<file path="src/rtl/istore_pkg.sv">
package istore_pkg;
  localparam int ADDR_W = 4;
  localparam int DATA_W = 64;
  localparam int TAG_W  = 16;
  localparam int POOL_W = 2;
  localparam int WORDS  = 1 << ADDR_W;
  localparam int POOL_N = 1 << POOL_W;

  typedef enum logic [2:0] {
    OP_IFETCH = 3'd0,
    OP_ISTORE = 3'd1,
    OP_TAKE   = 3'd2,
    OP_PUT    = 3'd3,
    OP_CLEAR  = 3'd4
  } opcode_e;

  typedef enum logic [1:0] {W_EMPTY, W_FULL, W_DEFER} wstate_e;

  typedef struct packed {
    logic              dataWe;
    logic [ADDR_W-1:0] addr;
    logic              tagWe;
    logic [POOL_W-1:0] newIdx;
    logic              linkWe;
    logic [POOL_W-1:0] linkIdx;
    logic              rspNow;
    logic              rspFromPool;
    logic [POOL_W-1:0] rdIdx;
    logic              latchStore;
  } strobe_t;
endpackage

</file>
<file path="src/rtl/istore_ctrl.sv">
module istore_ctrl
  import istore_pkg::*;
(
  input  logic              clk,
  input  logic              rstN,
  input  logic              reqValid,
  input  logic [2:0]        reqOp,
  input  logic [ADDR_W-1:0] reqAddr,
  input  logic [POOL_W-1:0] nextIdx,
  output logic              reqReady,
  output strobe_t           strb,
  output logic              errFlag
);
  wstate_e           wState  [WORDS];
  logic [POOL_W-1:0] headIdx [WORDS];
  logic [POOL_W-1:0] tailIdx [WORDS];
  logic [POOL_N-1:0] poolBusy;
  logic              draining, silent;
  logic [POOL_W-1:0] curIdx, lastIdx, freeIdx;
  logic              poolFull, wantDefer, accept;
  logic              startDrain, startSilent, doAlloc, errNow;
  wstate_e           curState, nxtState;

  always_comb begin
    freeIdx = '0;
    for (int i = POOL_N - 1; i >= 0; i--)
      if (!poolBusy[i]) freeIdx = POOL_W'(i);
  end

  assign poolFull  = &poolBusy;
  assign curState  = wState[reqAddr];
  assign wantDefer = (reqOp == OP_IFETCH) && (curState != W_FULL);
  assign reqReady  = !draining && !(wantDefer && poolFull);
  assign accept    = reqValid && reqReady;

  always_comb begin
    strb         = '0;
    strb.addr    = reqAddr;
    strb.newIdx  = freeIdx;
    strb.linkIdx = tailIdx[reqAddr];
    strb.rdIdx   = curIdx;
    nxtState     = curState;
    startDrain   = 1'b0;
    startSilent  = 1'b0;
    doAlloc      = 1'b0;
    errNow       = 1'b0;
    if (draining) begin
      strb.rspNow      = !silent;
      strb.rspFromPool = 1'b1;
    end else if (accept) begin
      case (reqOp)
        OP_IFETCH:
          if (curState == W_FULL) strb.rspNow = 1'b1;
          else begin
            strb.tagWe  = 1'b1;
            strb.linkWe = (curState == W_DEFER);
            doAlloc     = 1'b1;
            nxtState    = W_DEFER;
          end
        OP_ISTORE:
          if (curState == W_FULL) errNow = 1'b1;
          else begin
            strb.dataWe     = 1'b1;
            strb.latchStore = 1'b1;
            nxtState        = W_FULL;
            startDrain      = (curState == W_DEFER);
          end
        OP_TAKE:
          if (curState == W_FULL) begin
            strb.rspNow = 1'b1;
            nxtState    = W_EMPTY;
          end else errNow = 1'b1;
        OP_PUT: begin
          strb.dataWe     = 1'b1;
          strb.latchStore = 1'b1;
          nxtState        = W_FULL;
          startDrain      = (curState == W_DEFER);
        end
        OP_CLEAR: begin
          nxtState    = W_EMPTY;
          startDrain  = (curState == W_DEFER);
          startSilent = 1'b1;
        end
        default: ;
      endcase
    end
  end

  always_ff @(posedge clk) begin
    if (!rstN) begin
      for (int i = 0; i < WORDS; i++) begin
        wState[i]  <= W_EMPTY;
        headIdx[i] <= '0;
        tailIdx[i] <= '0;
      end
      poolBusy <= '0;
      draining <= 1'b0;
      silent   <= 1'b0;
      curIdx   <= '0;
      lastIdx  <= '0;
      errFlag  <= 1'b0;
    end else begin
      errFlag <= errNow;
      if (accept) begin
        wState[reqAddr] <= nxtState;
        if (doAlloc) begin
          poolBusy[freeIdx] <= 1'b1;
          tailIdx[reqAddr]  <= freeIdx;
          if (curState == W_EMPTY) headIdx[reqAddr] <= freeIdx;
        end
        if (startDrain) begin
          draining <= 1'b1;
          silent   <= startSilent;
          curIdx   <= headIdx[reqAddr];
          lastIdx  <= tailIdx[reqAddr];
        end
      end
      if (draining) begin
        poolBusy[curIdx] <= 1'b0;
        if (curIdx == lastIdx) draining <= 1'b0;
        else curIdx <= nextIdx;
      end
    end
  end

  logic anyDefer;
  always_comb begin
    anyDefer = 1'b0;
    for (int i = 0; i < WORDS; i++)
      if (wState[i] == W_DEFER) anyDefer = 1'b1;
  end

  AST_POOL_MATCHES_STATE: assert property (@(posedge clk) disable iff (!rstN)
    (!draining && !anyDefer) |-> (poolBusy == '0));
  AST_NO_POOL_OVERFLOW: assert property (@(posedge clk) disable iff (!rstN)
    (accept && wantDefer) |-> !poolFull);
  AST_WRITE_ONCE: assert property (@(posedge clk) disable iff (!rstN)
    (accept && reqOp == OP_ISTORE && curState == W_FULL) |-> !strb.dataWe);
  AST_WRITE_ONCE_FLAG: assert property (@(posedge clk) disable iff (!rstN)
    (accept && reqOp == OP_ISTORE && curState == W_FULL) |=> errFlag);
  AST_NO_ACCEPT_IN_DRAIN: assert property (@(posedge clk) disable iff (!rstN)
    draining |-> !accept);
  AST_DRAIN_FROM_WRITE: assert property (@(posedge clk) disable iff (!rstN)
    $rose(draining) |-> $past(accept));
endmodule

</file>
<file path="src/rtl/istore_dp.sv">
module istore_dp
  import istore_pkg::*;
(
  input  logic              clk,
  input  logic              rstN,
  input  strobe_t           strb,
  input  logic [DATA_W-1:0] reqData,
  input  logic [TAG_W-1:0]  reqTag,
  output logic [POOL_W-1:0] nextIdx,
  output logic              rspValid,
  output logic [TAG_W-1:0]  rspTag,
  output logic [DATA_W-1:0] rspData
);
  logic [DATA_W-1:0] mem     [WORDS];
  logic [TAG_W-1:0]  tagMem  [POOL_N];
  logic [POOL_W-1:0] nextMem [POOL_N];
  logic [DATA_W-1:0] drainData;

  assign nextIdx = nextMem[strb.rdIdx];

  always_ff @(posedge clk) begin
    if (strb.dataWe)     mem[strb.addr]       <= reqData;
    if (strb.tagWe)      tagMem[strb.newIdx]  <= reqTag;
    if (strb.linkWe)     nextMem[strb.linkIdx] <= strb.newIdx;
    if (strb.latchStore) drainData            <= reqData;
  end

  always_ff @(posedge clk) begin
    if (!rstN) begin
      rspValid <= 1'b0;
      rspTag   <= '0;
      rspData  <= '0;
    end else begin
      rspValid <= strb.rspNow;
      if (strb.rspNow) begin
        if (strb.rspFromPool) begin
          rspTag  <= tagMem[strb.rdIdx];
          rspData <= drainData;
        end else begin
          rspTag  <= reqTag;
          rspData <= mem[strb.addr];
        end
      end
    end
  end

  AST_REPLY_NEEDS_STROBE: assert property (@(posedge clk) disable iff (!rstN)
    rspValid |-> $past(strb.rspNow));
endmodule

</file>
<file path="src/rtl/wo_struct_mem.sv">
module wo_struct_mem
  import istore_pkg::*;
(
  input  logic              clk,
  input  logic              rstN,
  input  logic              reqValid,
  output logic              reqReady,
  input  logic [2:0]        reqOp,
  input  logic [ADDR_W-1:0] reqAddr,
  input  logic [DATA_W-1:0] reqData,
  input  logic [TAG_W-1:0]  reqTag,
  output logic              rspValid,
  output logic [TAG_W-1:0]  rspTag,
  output logic [DATA_W-1:0] rspData,
  output logic              errFlag
);
  strobe_t           strb;
  logic [POOL_W-1:0] nextIdx;

  istore_ctrl uCtrl (
    .clk(clk), .rstN(rstN), .reqValid(reqValid), .reqOp(reqOp),
    .reqAddr(reqAddr), .nextIdx(nextIdx), .reqReady(reqReady),
    .strb(strb), .errFlag(errFlag)
  );

  istore_dp uDp (
    .clk(clk), .rstN(rstN), .strb(strb), .reqData(reqData),
    .reqTag(reqTag), .nextIdx(nextIdx), .rspValid(rspValid),
    .rspTag(rspTag), .rspData(rspData)
  );
endmodule

</file>
<file path="config.mk">
export PLATFORM = sky130hd
export DESIGN_NAME = wo_struct_mem
export DESIGN_NICKNAME = d
export VERILOG_FILES = /design/src/rtl/istore_pkg.sv /design/src/rtl/istore_ctrl.sv /design/src/rtl/istore_dp.sv /design/src/rtl/wo_struct_mem.sv
export SDC_FILE = /design/constraint.sdc
export NUM_CORES = 1
export LEC_CHECK = 0
export ABC_AREA = 0
export BUFFER_PORTS_ARGS = -buffer_cell sky130_fd_sc_hd__buf_2
export CAP_MARGIN = 15
export CELL_PAD_IN_SITES_DETAIL_PLACEMENT = 0
export CELL_PAD_IN_SITES_GLOBAL_PLACEMENT = 2
export CORE_ASPECT_RATIO = 0.5
export CORE_UTILIZATION = 52
export DETAILED_ROUTE_END_ITERATION = 8
export PLACE_DENSITY_LB_ADDON = 0.15
export REMOVE_ABC_BUFFERS = 1
export SYNTH_ARGS = -nofsm -noshare
export SYNTH_HDL_FRONTEND = slang
export SYNTH_SLANG_ARGS = --single-unit
</file>
<file path="constraint.sdc">
create_clock -name clk -period 22.3 [get_ports clk]
set_input_delay 5.575 -clock clk [delete_from_list [all_inputs] [get_ports clk]]
set_output_delay 5.575 -clock clk [all_outputs]
set_load 0.02 [all_outputs]
</file>
* Word-level counts from Yosys, hierarchy flattened
Memory sizes are Yosys's and may differ from the RTL's. A register that Yosys moved wholly into a read port is not among the register bits.
Index checks and enable logic that the tools add are counted.
** Operators by class
- Order comparisons :: 4
- Eq/ne operators :: 8
- Multiplexer cells :: 79
- Bitwise gates (word level) :: 5
- Reductions and logical operators :: 19
** Operator list (number)
- 64-bit 2-to-1 mux :: 1
- 1-bit 2-to-1 mux :: 46
- 2-bit 2-to-1 mux :: 18
- 4-bit 2-to-1 mux :: 7
- 16-bit 2-to-1 mux :: 1
- 2-bit case mux with 5 select lines :: 1
- 2-bit OR reduction :: 5
- 3-bit by 2-bit == test with 1-bit output, second input constant :: 2
- 1-bit logical AND :: 6
- 2-bit by 3-bit less-than comparator with 1-bit output, second input constant :: 2
- 1-bit case mux with 2 select lines :: 3
- 4-bit bitwise AND :: 1
- 1-bit demux with 2-bit select :: 2
- 2-bit by 1-bit >= comparator with 1-bit output, second input constant :: 2
- 4-bit inverter :: 1
- 4-bit OR :: 1
- 4-bit AND reduction :: 1
- 3-bit by 1-bit == test with 1-bit output, second input constant :: 1
- 3-bit == test, second input constant :: 1
- 1-bit zero test :: 3
- 3-bit zero test :: 1
- 3-bit OR reduction :: 1
- 2-bit by 1-bit == test with 1-bit output, second input constant :: 1
- 2-bit == test :: 1
- 5 further kinds :: 6
** Word-level totals
- Flip-flop bits (word level) :: 156
- RAM bits :: 1192
- Input port bits :: 90
- Output and inout port bits :: 83
- Word-level logic and storage cells :: 131
- Memories kept :: 6
** Memory list
- uDp.mem :: words 16, width 64, read ports 1, clocked after memory_dff 0, write ports 1, line istore_dp.sv:14 : logic [DATA_W-1:0] mem [WORDS];
- uDp.tagMem :: words 4, width 16, read ports 1, clocked after memory_dff 1, write ports 1, line istore_dp.sv:15 : logic [TAG_W-1:0] tagMem [POOL_N];
- uCtrl.headIdx :: words 16, width 2, read ports 1, clocked after memory_dff 0, write ports 16, line istore_ctrl.sv:15 : logic [POOL_W-1:0] headIdx [WORDS];
- uCtrl.tailIdx :: words 16, width 2, read ports 1, clocked after memory_dff 0, write ports 16, line istore_ctrl.sv:16 : logic [POOL_W-1:0] tailIdx [WORDS];
- uCtrl.wState :: words 16, width 2, read ports 1, clocked after memory_dff 0, write ports 16, line istore_ctrl.sv:14 : wstate_e wState [WORDS];
- uDp.nextMem :: words 4, width 2, read ports 1, clocked after memory_dff 1, write ports 1, line istore_dp.sv:16 : logic [POOL_W-1:0] nextMem [POOL_N];

* Longest topological paths before layout
An unclocked memory read counts as a cell.
- Depth after elaboration :: 15
- Mapped depth :: 13
- Mapped depth without buffers :: 6

* Hierarchy
A second synthesis with hierarchy kept.
** Second synthesis, totals
- Cell total of the unflattened synthesis :: 2787
- Area total of the unflattened synthesis :: 52167.5 um^2
** By module, submodules not included
- istore_dp :: times used 1, cells each 2312, area each 46617.2 um^2
- istore_ctrl :: times used 1, cells each 475, area each 5550.3 um^2

* Least setup slack after synthesis
No wires, ideal clock.
- Path type :: in2out
- Start point :: in reqAddr[2]
- End point :: out reqReady
- Data arrival time :: 7.399 ns
- Required time :: 16.725 ns
- Setup slack :: 9.326 ns
- Stages :: 8
- Buffers on the path :: 3
- Cell sequence :: buf_2 > mux4_2 > nand3_1 > and4_1 > buf_2 > nand2_1 > clkbuf_1 > a21oi_1
** On the way
- Longest elaborated chain between the ends :: 6
** RTL lines
- from (decl) :: line wo_struct_mem.sv:9 : input logic [ADDR_W-1:0] reqAddr,
- memory 16 x 2 bit
- 2-bit by 1-bit inequality test with 1-bit output :: line istore_ctrl.sv:32 : assign wantDefer = (reqOp == OP_IFETCH) && (curState != W_FULL);
- 1-bit logical AND :: line istore_ctrl.sv:32
- 1-bit logical AND :: line istore_ctrl.sv:33 : assign reqReady = !draining && !(wantDefer && poolFull);
- 1-bit zero test :: line istore_ctrl.sv:33
- 1-bit logical AND :: line istore_ctrl.sv:33
- to (decl) :: line wo_struct_mem.sv:7 : output logic reqReady,
No other way between the ends.

* Worst setup path after layout
- Start point :: in reqAddr[0]
- End point :: out reqReady
Same word-level chain as after synthesis.

==> results.py <==
metrics = {
    "critical_path": {
        "r2r_end": "uDp.mem[11][12]$_DFFE_PP_",
        "worst_setup_path_start_kind": "primary input",
        "timing_worst_setup_path_type": "in -> out",
        "path_buf_inv": 2,
        "crit_family": "simple AND/OR/NAND/NOR gates",
        "r2r_start": "uCtrl.wState[7][0]$_SDFFCE_PN0P_",
        "cp-end-kind": "primary output",
        "rr_worst_depth": 8,
        "cp.required_ns": 16.73,
        "worstPathMaxFanout": 70,
        "cp_slowest_cell": "nand2_1",
        "rrSetupSlack_ns": 17.62,
        "cpPeakStageDelay_ns": 0.80,
        "crit_chain": "buf_8 > mux4_2 > nand2_1 > nand4_1 > nand2_1 > a21oi_1 > buf_2",
        "crit_arrival_ns": 8.33,
        "crit_top_cell": "nand2_1",
    },
    "detailed_routing": {
        "first_iter_violations": 2870,
        "antenna_left": 0,
        "wl_per_cell_um": 28.25,
        "drc": 0,
        "first_pass_iters": 5,
        "via_per_inst": 6.199,
        "drt-total-wl_um": 121200,
        "vias": 26582,
    },
    "pwr": {
        "switchingPower_uw": 1070,
        "p_seq_share_pct": 55.2,
        "switching_share_pct": 21.13,
        "internal_power_uw": 3994,
        "combinationalPowerShare_pct": 4.9,
        "power_leakage_uw": 0.01815,
        "pwr-share-clk_pct": 39.9,
        "p_per_area_nw_per_um2": 87.31,
        "peakVddDrop_mv": 0.07888,
    },
    "sta": {
        "timing.final.hold_violations": 0,
        "tightest_slew_ns": 1.138,
        "rsz0062_at_grt": "no",
        "fin_ws_ns": 8.397,
        "min_period_over_period_pct": 62.35,
        "fin_skew_ns": 0.03214,
        "fin_tns_setup_ns": 0,
        "fin_crit_ns": 13.90,
        "drv_slew": 0,
        "relSlewSlack_pct": 23.97,
        "fmax_mhz": 71.93,
        "setup_violations": 0,
    },
    "yosys": {
        "async_flop_share_pct": 0,
        "syn_area_um2": 51820,
        "synth_cell_types": 44,
        "synth-seq-cells": 1348,
        "synth-edff-count": 1256,
        "yosysSeqAreaShare_pct": 76.33,
        "synth_warnings": 0,
        "synth_cells": 2701,
        "synthFlopType": "edfxtp_1",
        "postSynthAreaPerCell_um2": 19.19,
    },
    "placement": {
        "placed_area_um2": 54200,
        "io_buffers": 172,
        "preCtsSetupSlack_ns": 8.339,
        "hpwl_um": 63430,
        "place_congestion": 0.8201,
    },
    "min_path": {
        "min-delay-start": "uDp.rspData[61]$_SDFFE_PN0P_",
        "hp-class": "reg -> reg",
        "min_to": "uDp.rspData[61]$_SDFFE_PN0P_",
        "whs_path_depth": 2,
    },
    "global_route": {
        "antenna_found_initial": 3,
        "grt_max_degree": 99,
        "gr-total-overflow": 0,
        "grtUsageTotal_pct": 24.41,
        "grt_pass1_wl_um": 178200,
        "grt_pass1_vias": 26711,
    },
    "flow_run": {
        "drv_cap": 0,
    },
    "clocking": {
        "clk_pin_slew_ns": 0.06,
        "cts_num_sinks": 1348,
        "h-tree-depth": 3,
        "cts.path.max_buffers": 3,
        "cts_buffers": 115,
        "cts_resized": 0,
        "cts-root-buf": "clkbuf_16",
        "insertion_delay_ns": 0.73,
        "cts_tree": "done",
        "post_cts_buffers": 0,
        "postCtsHoldBufs": 0,
    },
    "die": {
        "initial_core_util_pct": 52.77,
        "die_area_um2": 101000,
        "die_w_um": 448.5,
        "pin_count": 173,
        "die_h_um": 225.2,
        "placementRows": 81,
        "core_area_um2": 98210,
    },
    "status": {
        "status": "complete, no violations",
    },
    "cells_and_area": {
        "nets": 2950,
        "fin_util_pct": 59.06,
        "n_antenna_cell": 0,
        "drive_gt1_share_pct": 24.70,
        "postLayoutCellArea_um2": 58000,
        "synthToLayoutAreaGrowth_pct": 11.92,
    },
}
## kinds of logic after synthesis
kind of cell	share of synthesized area (%)
flip-flops	76.33
AO/OA/AOI/OAI	4.595
buffers and inverters	1.601
multiplexers	13.10
AND/OR/NAND/NOR	4.324
XOR/XNOR	0.05071
## metal layers
metal	track usage (%)	up-vias	part of all wire (%)
li1	-	11400	-
met1	37.46	14136	45
met2	37.66	892	47
met3	3.782	154	6.3
met4	4.679	0	1.6
met5	0	-	0
## worst max path at each step
stage                           from                     endpoint  slack [ns]  cells past startpoint
after floorplan           reqAddr[3]  uDp.rspData[0]$_SDFFE_PN0P_        6.82                      5
after global placement    reqAddr[0]                     reqReady        8.35                      7
after detailed placement  reqAddr[0]                     reqReady        8.34                      7
after CTS                 reqAddr[0]                     reqReady        8.33                      7
after global routing      reqAddr[0]                     reqReady        8.14                      7
final                     reqAddr[0]                     reqReady        8.40                      7
## metrics by stage
stage | std cells | power [uW] | hold slack, ns
floorplan | 2515 | 2971 | 0.4401
global placement | 4070 | 3095 | 0.4403
detailed placement | 4070 | 3100 | 0.4474
CTS | 4287 | 5104 | 0.4577
global route | 4288 | 5214 | 0.4816
finish | 4288 | 5064 | 0.4532
## power by group through the flow
| stage | combinational, uW | sequential, uW | clock (uW) |
|---|---|---|---|
| floorplan | 115 | 2860 | 0 |
| global placement | 247 | 2850 | 0 |
| detailed placement | 250 | 2850 | 0 |
| CTS | 251 | 2790 | 2060 |
| global route | 268 | 2800 | 2150 |
| finish | 248 | 2790 | 2020 |
## cell type report
class                      count  area, um2
clock buffer                 163       3252
fill                        7217      40200
multi-input combinational   1159      11630
tap                         1328       1662
inverter                       8      32.53
sequential                  1348      39560
clock inverter                54      529.3
timing repair buffer         228       1333
## cells in the mapped netlist, drive strengths merged (7+ instances only)
library cell / instances / share of area, %
nor2b: 7 / 0.085
edfxtp: 1256 / 73
a21oi: 9 / 0.087
a221oi: 64 / 1.1
buf: 67 / 0.68
nor4: 19 / 0.23
nand3: 108 / 1.0
a22o: 64 / 1.1
nand4: 10 / 0.13
mux4: 300 / 13
nor2: 99 / 0.72
nand2b: 9 / 0.11
clkbuf: 119 / 0.86
nand3b: 16 / 0.23
inv: 8 / 0.058
o21ai: 184 / 1.8
dfxtp: 92 / 3.6
nor3: 24 / 0.23
a41oi: 17 / 0.29
nand2: 197 / 1.4
## worst register-to-register path, delay by kind of cell, from the launching register on
family / cells / cell delay (ns)
buffers and inverters: 2 / 1.19
AO/OA/AOI/OAI: 1 / 0.05
flip-flops: 1 / 0.41
AND/OR/NAND/NOR: 4 / 2.09
multiplexers: 1 / 0.49
## sequential cells by signal, summed over array words and instances (netlist names)
| signal | count |
|---|---|
| uCtrl.poolBusy | 4 |
| uCtrl.draining | 1 |
| uDp.nextMem | 8 |
| uCtrl.tailIdx | 32 |
| uDp.tagMem | 64 |
| uCtrl.curIdx | 2 |
| uCtrl.wState | 32 |
| uDp.rspTag | 16 |
| uCtrl.headIdx | 32 |
| uDp.drainData | 64 |
| uDp.mem | 1024 |
| uCtrl.errFlag | 1 |
| uCtrl.lastIdx | 2 |
| uCtrl.silent | 1 |
| uDp.rspData | 64 |
| uDp.rspValid | 1 |
## cell usage in the layout, fill, tap and decap left out, types with 9 or more instances in the layout
cell	netlist	layout
a21oi_1	9	9
a221oi_1	64	64
a22o_1	64	64
a41oi_1	17	17
buf_2	45	169
buf_4	4	54
bufinv_16	0	9
clkbuf_1	119	32
clkbuf_16	0	118
clkbuf_8	0	13
clkinv_1	0	16
clkinv_2	0	22
dfxtp_1	92	91
edfxtp_1	1256	1256
mux4_2	300	300
nand2_1	197	197
nand2b_1	9	9
nand3_1	108	108
nand3b_1	16	16
nand4_1	9	9
nor2_1	99	85
nor2_4	0	13
nor3_1	24	16
nor4_1	19	19
o21ai_0	182	182
No activity file was read; power rests on OpenSTA's default activity.
